<file path="config.mk">
export PLATFORM = sky130hd
export DESIGN_NAME = useq_top
export DESIGN_NICKNAME = d
export VERILOG_FILES = /design/src/rtl/useq_pkg.sv /design/src/rtl/useq_rom.sv /design/src/rtl/useq_disp.sv /design/src/rtl/useq_next.sv /design/src/rtl/useq_top.sv
export SDC_FILE = /design/constraint.sdc
export NUM_CORES = 1
export LEC_CHECK = 0
export ABC_AREA = 0
export ABC_CLOCK_PERIOD_IN_PS = 1870
export BUFFER_PORTS_ARGS = -buffer_cell sky130_fd_sc_hd__buf_2
export CAP_MARGIN = 20
export CORE_ASPECT_RATIO = 1.4
export CORE_MARGIN = 5
export CORE_UTILIZATION = 42
export CTS_CLUSTER_SIZE = 16
export DETAILED_ROUTE_END_ITERATION = 10
export PLACE_DENSITY = 0.75
export RECOVER_POWER = 25
export SYNTH_ARGS = -nofsm -noshare
export SYNTH_HDL_FRONTEND = slang
export SYNTH_SLANG_ARGS = --single-unit
</file>
<file path="constraint.sdc">
create_clock -name clk -period 1.87 [get_ports clk]
set_input_delay 0.187 -clock clk [delete_from_list [all_inputs] [get_ports clk]]
set_output_delay 0.187 -clock clk [all_outputs]
set_load 0.01 [all_outputs]
</file>
<file path="src/rtl/useq_pkg.sv">
package useq_pkg;
    parameter int UPC_W = 5;

    typedef logic [UPC_W-1:0] upc_t;

    typedef enum logic [1:0] {
        UB_NEXT = 2'd0,
        UB_JUMP = 2'd1,
        UB_ZERO = 2'd2,
        UB_DISP = 2'd3
    } ubr_e;

    typedef enum logic [2:0] {
        ALU_PASS_A = 3'd0,
        ALU_PASS_B = 3'd1,
        ALU_INC1   = 3'd2,
        ALU_DEC1   = 3'd3,
        ALU_INC4   = 3'd4,
        ALU_DEC4   = 3'd5,
        ALU_ADD    = 3'd6,
        ALU_SUB    = 3'd7
    } aluop_e;

    typedef struct packed {
        logic   ld_ir;
        logic   ld_a;
        logic   ld_b;
        logic   ld_ma;
        logic   reg_wrt;
        logic   mem_wrt;
        logic   drv_mem;
        logic   drv_reg;
        logic   drv_imm;
        logic   drv_alu;
        logic   mem_wait;
        aluop_e op;
        ubr_e   ubr;
        upc_t   nxt;
    } uinst_t;

    localparam upc_t S_FETCH0 = upc_t'(0);
    localparam upc_t S_FETCH1 = upc_t'(1);
    localparam upc_t S_FETCH2 = upc_t'(2);
    localparam upc_t S_ADD    = upc_t'(3);
    localparam upc_t S_SUB    = upc_t'(6);
    localparam upc_t S_LW     = upc_t'(9);
    localparam upc_t S_SW     = upc_t'(13);
    localparam upc_t S_BZ     = upc_t'(17);
    localparam upc_t S_BZ_TKN = upc_t'(20);
    localparam upc_t S_BAD    = upc_t'(23);
endpackage

</file>
<file path="src/rtl/useq_rom.sv">
module useq_rom
    import useq_pkg::*;
(
    input  upc_t   addr,
    output uinst_t word
);
    always_comb begin
        word     = '0;
        word.op  = ALU_PASS_A;
        word.ubr = UB_JUMP;
        word.nxt = S_FETCH0;
        case (addr)
            // fetch: MA <- PC, A <- PC ; IR <- mem ; PC <- A+4, dispatch
            upc_t'(0):  begin word.drv_reg = 1'b1; word.ld_ma = 1'b1; word.ld_a = 1'b1; word.ubr = UB_NEXT; end
            upc_t'(1):  begin word.drv_mem = 1'b1; word.ld_ir = 1'b1; word.mem_wait = 1'b1; word.ubr = UB_NEXT; end
            upc_t'(2):  begin word.drv_alu = 1'b1; word.op = ALU_INC4; word.reg_wrt = 1'b1; word.ubr = UB_DISP; end
            // register add
            upc_t'(3):  begin word.drv_reg = 1'b1; word.ld_a = 1'b1; word.ubr = UB_NEXT; end
            upc_t'(4):  begin word.drv_reg = 1'b1; word.ld_b = 1'b1; word.ubr = UB_NEXT; end
            upc_t'(5):  begin word.drv_alu = 1'b1; word.op = ALU_ADD; word.reg_wrt = 1'b1; end
            // register subtract
            upc_t'(6):  begin word.drv_reg = 1'b1; word.ld_a = 1'b1; word.ubr = UB_NEXT; end
            upc_t'(7):  begin word.drv_reg = 1'b1; word.ld_b = 1'b1; word.ubr = UB_NEXT; end
            upc_t'(8):  begin word.drv_alu = 1'b1; word.op = ALU_SUB; word.reg_wrt = 1'b1; end
            // load word
            upc_t'(9):  begin word.drv_reg = 1'b1; word.ld_a = 1'b1; word.ubr = UB_NEXT; end
            upc_t'(10): begin word.drv_imm = 1'b1; word.ld_b = 1'b1; word.ubr = UB_NEXT; end
            upc_t'(11): begin word.drv_alu = 1'b1; word.op = ALU_ADD; word.ld_ma = 1'b1; word.ubr = UB_NEXT; end
            upc_t'(12): begin word.drv_mem = 1'b1; word.reg_wrt = 1'b1; word.mem_wait = 1'b1; end
            // store word
            upc_t'(13): begin word.drv_reg = 1'b1; word.ld_a = 1'b1; word.ubr = UB_NEXT; end
            upc_t'(14): begin word.drv_imm = 1'b1; word.ld_b = 1'b1; word.ubr = UB_NEXT; end
            upc_t'(15): begin word.drv_alu = 1'b1; word.op = ALU_ADD; word.ld_ma = 1'b1; word.ubr = UB_NEXT; end
            upc_t'(16): begin word.drv_reg = 1'b1; word.mem_wrt = 1'b1; word.mem_wait = 1'b1; end
            // branch on zero
            upc_t'(17): begin word.drv_reg = 1'b1; word.ld_a = 1'b1; word.ubr = UB_NEXT; end
            upc_t'(18): begin word.op = ALU_PASS_A; word.ubr = UB_ZERO; word.nxt = S_BZ_TKN; end
            upc_t'(19): begin word.ubr = UB_JUMP; end
            upc_t'(20): begin word.drv_reg = 1'b1; word.ld_a = 1'b1; word.ubr = UB_NEXT; end
            upc_t'(21): begin word.drv_imm = 1'b1; word.ld_b = 1'b1; word.ubr = UB_NEXT; end
            upc_t'(22): begin word.drv_alu = 1'b1; word.op = ALU_ADD; word.reg_wrt = 1'b1; end
            // fallback and unused states return to fetch
            default:    begin word.ubr = UB_JUMP; end
        endcase
    end
endmodule

</file>
<file path="src/rtl/useq_disp.sv">
module useq_disp
    import useq_pkg::*;
#(
    parameter int OPC_W  = 6,
    parameter int FUNC_W = 6,
    parameter logic [OPC_W-1:0]  OPC_RTYPE = '0,
    parameter logic [OPC_W-1:0]  OPC_LOAD  = OPC_W'(6'h23),
    parameter logic [OPC_W-1:0]  OPC_STORE = OPC_W'(6'h2B),
    parameter logic [OPC_W-1:0]  OPC_BZERO = OPC_W'(6'h04),
    parameter logic [FUNC_W-1:0] FN_ADD    = FUNC_W'(6'h20),
    parameter logic [FUNC_W-1:0] FN_SUB    = FUNC_W'(6'h22)
) (
    input  logic [OPC_W-1:0]  opcode,
    input  logic [FUNC_W-1:0] func,
    output upc_t              target
);
    always_comb begin
        target = S_BAD;
        if (opcode == OPC_RTYPE) begin
            if (func == FN_ADD)      target = S_ADD;
            else if (func == FN_SUB) target = S_SUB;
        end
        else if (opcode == OPC_LOAD)  target = S_LW;
        else if (opcode == OPC_STORE) target = S_SW;
        else if (opcode == OPC_BZERO) target = S_BZ;
    end
endmodule

</file>
<file path="src/rtl/useq_next.sv">
module useq_next
    import useq_pkg::*;
(
    input  ubr_e ubr,
    input  upc_t cur,
    input  upc_t field,
    input  upc_t disp,
    input  logic zero,
    output upc_t nxt
);
    always_comb begin
        unique case (ubr)
            UB_NEXT: nxt = cur + upc_t'(1);
            UB_JUMP: nxt = field;
            UB_ZERO: nxt = zero ? field : cur + upc_t'(1);
            UB_DISP: nxt = disp;
            default: nxt = S_FETCH0;
        endcase
    end
endmodule

</file>
<file path="src/rtl/useq_top.sv">
module useq_top
    import useq_pkg::*;
#(
    parameter int OPC_W  = 6,
    parameter int FUNC_W = 6
) (
    input  logic              clk,
    input  logic              rst_n,
    input  logic              alu_zero,
    input  logic [OPC_W-1:0]  ir_opcode,
    input  logic [FUNC_W-1:0] ir_func,
    input  logic              mem_busy,
    output logic [UPC_W-1:0]  upc,
    output logic              ld_ir,
    output logic              ld_a,
    output logic              ld_b,
    output logic              ld_ma,
    output logic              reg_wrt,
    output logic              mem_wrt,
    output logic              drv_mem,
    output logic              drv_reg,
    output logic              drv_imm,
    output logic              drv_alu,
    output logic [2:0]        alu_op
);
    typedef struct packed {
        upc_t upc;
    } st_t;

    st_t    st_d, st_q;
    uinst_t uw;
    upc_t   disp_tgt;
    upc_t   upc_nx;
    logic   hold;

    useq_rom u_rom (.addr(st_q.upc), .word(uw));

    useq_disp #(.OPC_W(OPC_W), .FUNC_W(FUNC_W)) u_disp (
        .opcode(ir_opcode), .func(ir_func), .target(disp_tgt)
    );

    useq_next u_next (
        .ubr(uw.ubr), .cur(st_q.upc), .field(uw.nxt),
        .disp(disp_tgt), .zero(alu_zero), .nxt(upc_nx)
    );

    assign hold = uw.mem_wait & mem_busy;

    always_comb begin
        st_d = st_q;
        if (!hold) st_d.upc = upc_nx;
    end

    always_ff @(posedge clk or negedge rst_n) begin
        if (!rst_n) st_q <= '{upc: S_FETCH0};
        else        st_q <= st_d;
    end

    assign upc     = st_q.upc;
    assign ld_ir   = uw.ld_ir;
    assign ld_a    = uw.ld_a;
    assign ld_b    = uw.ld_b;
    assign ld_ma   = uw.ld_ma;
    assign reg_wrt = uw.reg_wrt;
    assign mem_wrt = uw.mem_wrt;
    assign drv_mem = uw.drv_mem;
    assign drv_reg = uw.drv_reg;
    assign drv_imm = uw.drv_imm;
    assign drv_alu = uw.drv_alu;
    assign alu_op  = uw.op;

    AST_RESET_FETCH: assert property (@(posedge clk)
        !rst_n |=> (st_q.upc == S_FETCH0));

    AST_SEQ_NEXT: assert property (@(posedge clk) disable iff (!rst_n)
        (uw.ubr == UB_NEXT && !hold) |=> (st_q.upc == upc_t'($past(st_q.upc) + 1'b1)));

    AST_SEQ_JUMP: assert property (@(posedge clk) disable iff (!rst_n)
        (uw.ubr == UB_JUMP && !hold) |=> (st_q.upc == $past(uw.nxt)));

    AST_ZERO_TAKEN: assert property (@(posedge clk) disable iff (!rst_n)
        (uw.ubr == UB_ZERO && alu_zero) |=> (st_q.upc == $past(uw.nxt)));

    AST_ZERO_FALL: assert property (@(posedge clk) disable iff (!rst_n)
        (uw.ubr == UB_ZERO && !alu_zero) |=> (st_q.upc == upc_t'($past(st_q.upc) + 1'b1)));

    AST_BUSY_HOLD: assert property (@(posedge clk) disable iff (!rst_n)
        (uw.mem_wait && mem_busy) |=> $stable(st_q.upc));

    AST_ONE_DRIVER: assert property (@(posedge clk) disable iff (!rst_n)
        $onehot0({drv_mem, drv_reg, drv_imm, drv_alu}));
endmodule

</file>
==> impl_metrics.csv <==
group,metric,value,unit
clock_tree,root_buffer,"clkbuf_4",
timing,setup_viol,7,
global_routing,grt_max_degree,11,
floorplan,dieArea,2880,sq um
worst_hold_path,hp-class,"primary input to register",
power_and_ir_drop,netSwitchingFraction,0.479,
global_routing,grt_pass1_vias,1042,
timing,finalCriticalPeriod,2.03,ns
power_and_ir_drop,vdd_drop_max,1.13,mV
placed_design,dpl.hpwl,2160,um
timing,hold_viol,0,
critical_path,critPathMaxStageDelay,0.46,ns
critical_path,crit_buf_inv,1,
critical_path,slowest_stage,"dfrtp_2",
floorplan,pin_count,34,
timing,fmax,0.493,GHz
status,status,"finished with violations",
critical_path,r2r_cells,7,
synthesis,synth_largest_area_cell,"dfrtp_1",
critical_path,crit_type,"register to register",
route,drc,0,
worst_hold_path,min_to,"upc[4]",
power_and_ir_drop,power_frac_comb,0.836,
synthesis,synth.area.top_cells,"dfrtp_1, ha_1, o21ai_0",
critical_path,cp_data_required_time,2.03,ns
floorplan,die_h,61.6,um
route,drt-total-wl,2930,um
worst_hold_path,hp-start,"mem_busy",
synthesis,synth_seq_area_share,0.157,
global_routing,grt.overflow.total,0,
clock_tree,cts.reportedPaths.clkPinSlew,0.05,ns
critical_path,cp-end-kind,"register",
cells_and_area,antenna_cells,0,
timing,max_slew_margin,0.736,
synthesis,synth_commonest_cells,"nor2_1, o21ai_0, inv_1",
cells_and_area,layout-drive-gt1-share,0.543,
critical_path,startpoint_type,"register",
floorplan,die_x,46.8,um
synthesis,async_flop_share,1.00,
critical_path,rr_endpoint,"upc[4]",
global_routing,grt_pass1_wl,4170,um
critical_path,cp_top_family,"compound AO/OA/AOI/OAI gates",
cells_and_area,final_cells,184,
timing,whs,0.315,ns
critical_path,r2r_slack,-0.16,ns
synthesis,syn-num-nets,129,
critical_path,crit_fanout,5,
clock_tree,insertion_delay,0.24,ns
power_and_ir_drop,p_int,1380,uW
floorplan,floorplan.initialDensity,0.449,
clock_tree,cts_tree,"built",
synthesis,synth_top_area_share,0.157,
flow_run,max-cap-violations,0,
synthesis,avgSynthCellArea,7.39,sq um
clock_tree,htreeDepth,1,
timing,skew,0.000992,ns
status,violations,"setup timing",
synthesis,ys_types,42,
timing,rsz0062_at_grt,"yes",
cells_and_area,synthToLayoutAreaGrowth,64.9,%
route,num_vias,1063,
critical_path,cp_num_cells,7,
placed_design,port_buffers,33,
global_routing,grt_use_total,0.198,
timing,finalWorstSetupSlack,-0.159,ns
synthesis,yosysWarningCount,0,
timing,worstMarginPinSlew,0.397,ns
power_and_ir_drop,power_frac_clock,0.046,
route,wl_per_cell,15.9,um
clock_tree,numCtsBuffers,3,
synthesis,synth-main-ff-cell,"dfrtp_1",
synthesis,yosys.cell_count.top_type,"nor2_1",
route,drtAntennaViolNets,0,
floorplan,coreArea,1780,sq um
power_and_ir_drop,seqPwrFrac,0.118,
floorplan,core.rowCount,18,
clock_tree,cts_sinks,5,
power_and_ir_drop,power_switching,1270,uW
timing,drv_slew,0,
cells_and_area,fin_nets,186,
placed_design,place_inst,176,
placed_design,globalplace.congestion,0.968,
synthesis,syn_area,798,sq um
critical_path,cp.arrival,2.19,ns
critical_path,crit_chain,"inv_4 > ha_4 > nor2b_1 > a32oi_1 > a41o_1 > mux2_4 > a21oi_2",
route,drtIter0Drc,26,
power_and_ir_drop,p_leak,0.000641,uW
synthesis,synth_edf_count,0,
global_routing,antenna_found_initial,0,
timing,post-route-period-util,1.08,
route,routed_via_density,5.78,
clock_tree,cts_buffer_depth,2,
critical_path,rr_startpoint,"upc[0]",
synthesis,synthCells,108,
power_and_ir_drop,power_density,2020,nW/um^2
worst_hold_path,min_path_cells,3,
route,drt-pass1-iter-count,4,
cells_and_area,largest_reg_flops,5,
synthesis,yosys_register_bits,5,
-- area by class of cell --
type / count / area [sq um]
inverter: 8 / 35.0
tap: 20 / 25.0
timing repair buffer: 58 / 368
multi-input combinational: 89 / 729
clock buffer: 3 / 22.5
clock inverter: 1 / 5.00
sequential: 5 / 131
fill: 138 / 463
-- routing by layer --
| layer | part of all wire | wire (um) | up-vias | GRT usage |
|---|---|---|---|---|
| met3 | 0.049 | 142 | 12 | 0.0351 |
| li1 | - | - | 507 | - |
| met2 | 0.54 | 1590 | 42 | 0.381 |
| met5 | 0 | 0 | - | 0 |
| met1 | 0.37 | 1070 | 502 | 0.197 |
| met4 | 0.040 | 116 | 0 | 0.0909 |
-- stage by stage --
stage	total power, uW	utilization	area [sq um]	setup TNS (ns)	setup WS [ns]
CTS	2290	0.669	1190	-0.361	-0.122
floorplan	1400	-	823	0	0.000822
detailed placement	2090	0.626	1110	-0.0710	-0.0710
finish	2660	0.740	1320	-0.679	-0.159
global placement	2050	0.626	1110	-0.0130	-0.0130
global route	2850	0.740	1320	-1.39	-0.231
-- worst max path at each step --
stage / startpoint / endpoint
after floorplan: upc[2] / upc[4]
after global placement: upc[0] / upc[4]
after detailed placement: upc[1] / upc[4]
after CTS: upc[0] / alu_op[2]
after global routing: upc[0] / upc[4]
final: upc[0] / upc[4]
-- cell families after synthesis --
logic type	after synthesis	share of synthesized area
muxes	4	0.0596
AOI/OAI and AO/OA	32	0.284
DFF	5	0.157
and+or+nand+nor	46	0.309
xor gates and xnor gates	2	0.0219
buffers and inverters	14	0.0909
adders and majority gates	5	0.0784
-- worst min-delay path: cells and delay by family --
family | cells | cell delay [ns]
and+or+nand+nor | 1 | 0.15
AOI/OAI and AO/OA | 1 | 0.07
buffers and inverters | 1 | 0.10
-- power groups by stage --
stage / clock network, uW / registers (uW) / logic, uW
finish: 121 / 314 / 2220
global route: 130 / 320 / 2400
CTS: 125 / 274 / 1900
detailed placement: 0 / 266 / 1820
global placement: 0 / 261 / 1790
floorplan: 0 / 238 / 1160
-- cells in the final DEF, fill, tap and decap left out, types with 2 or more instances in the layout --
cell type   n
buf_2      31
buf_4      22
nor2_1     11
nand2_1     6
o21ai_0     6
inv_1       5
dfrtp_2     5
and3_1      4
o21ai_1     4
ha_4        4
nand3_1     3
a21oi_1     3
nand2b_1    3
nor2b_1     3
and2_1      3
a31oi_1     3
clkbuf_4    3
buf_6       3
inv_4       2
mux2_4      2
nand2b_4    2
nand3b_1    2
a21oi_2     2
a32oi_1     2
nand4_1     2
-- what timing repair did --
action	in CTS	in global routing
endpoints found under the setup margin	7	12
buffers inserted	1	2
hold buffers	1	0
pin swaps	2	6
endpoints found under the hold margin	5	0
gates resized for setup	8	26
No activity file was read; power rests on OpenSTA's default activity.
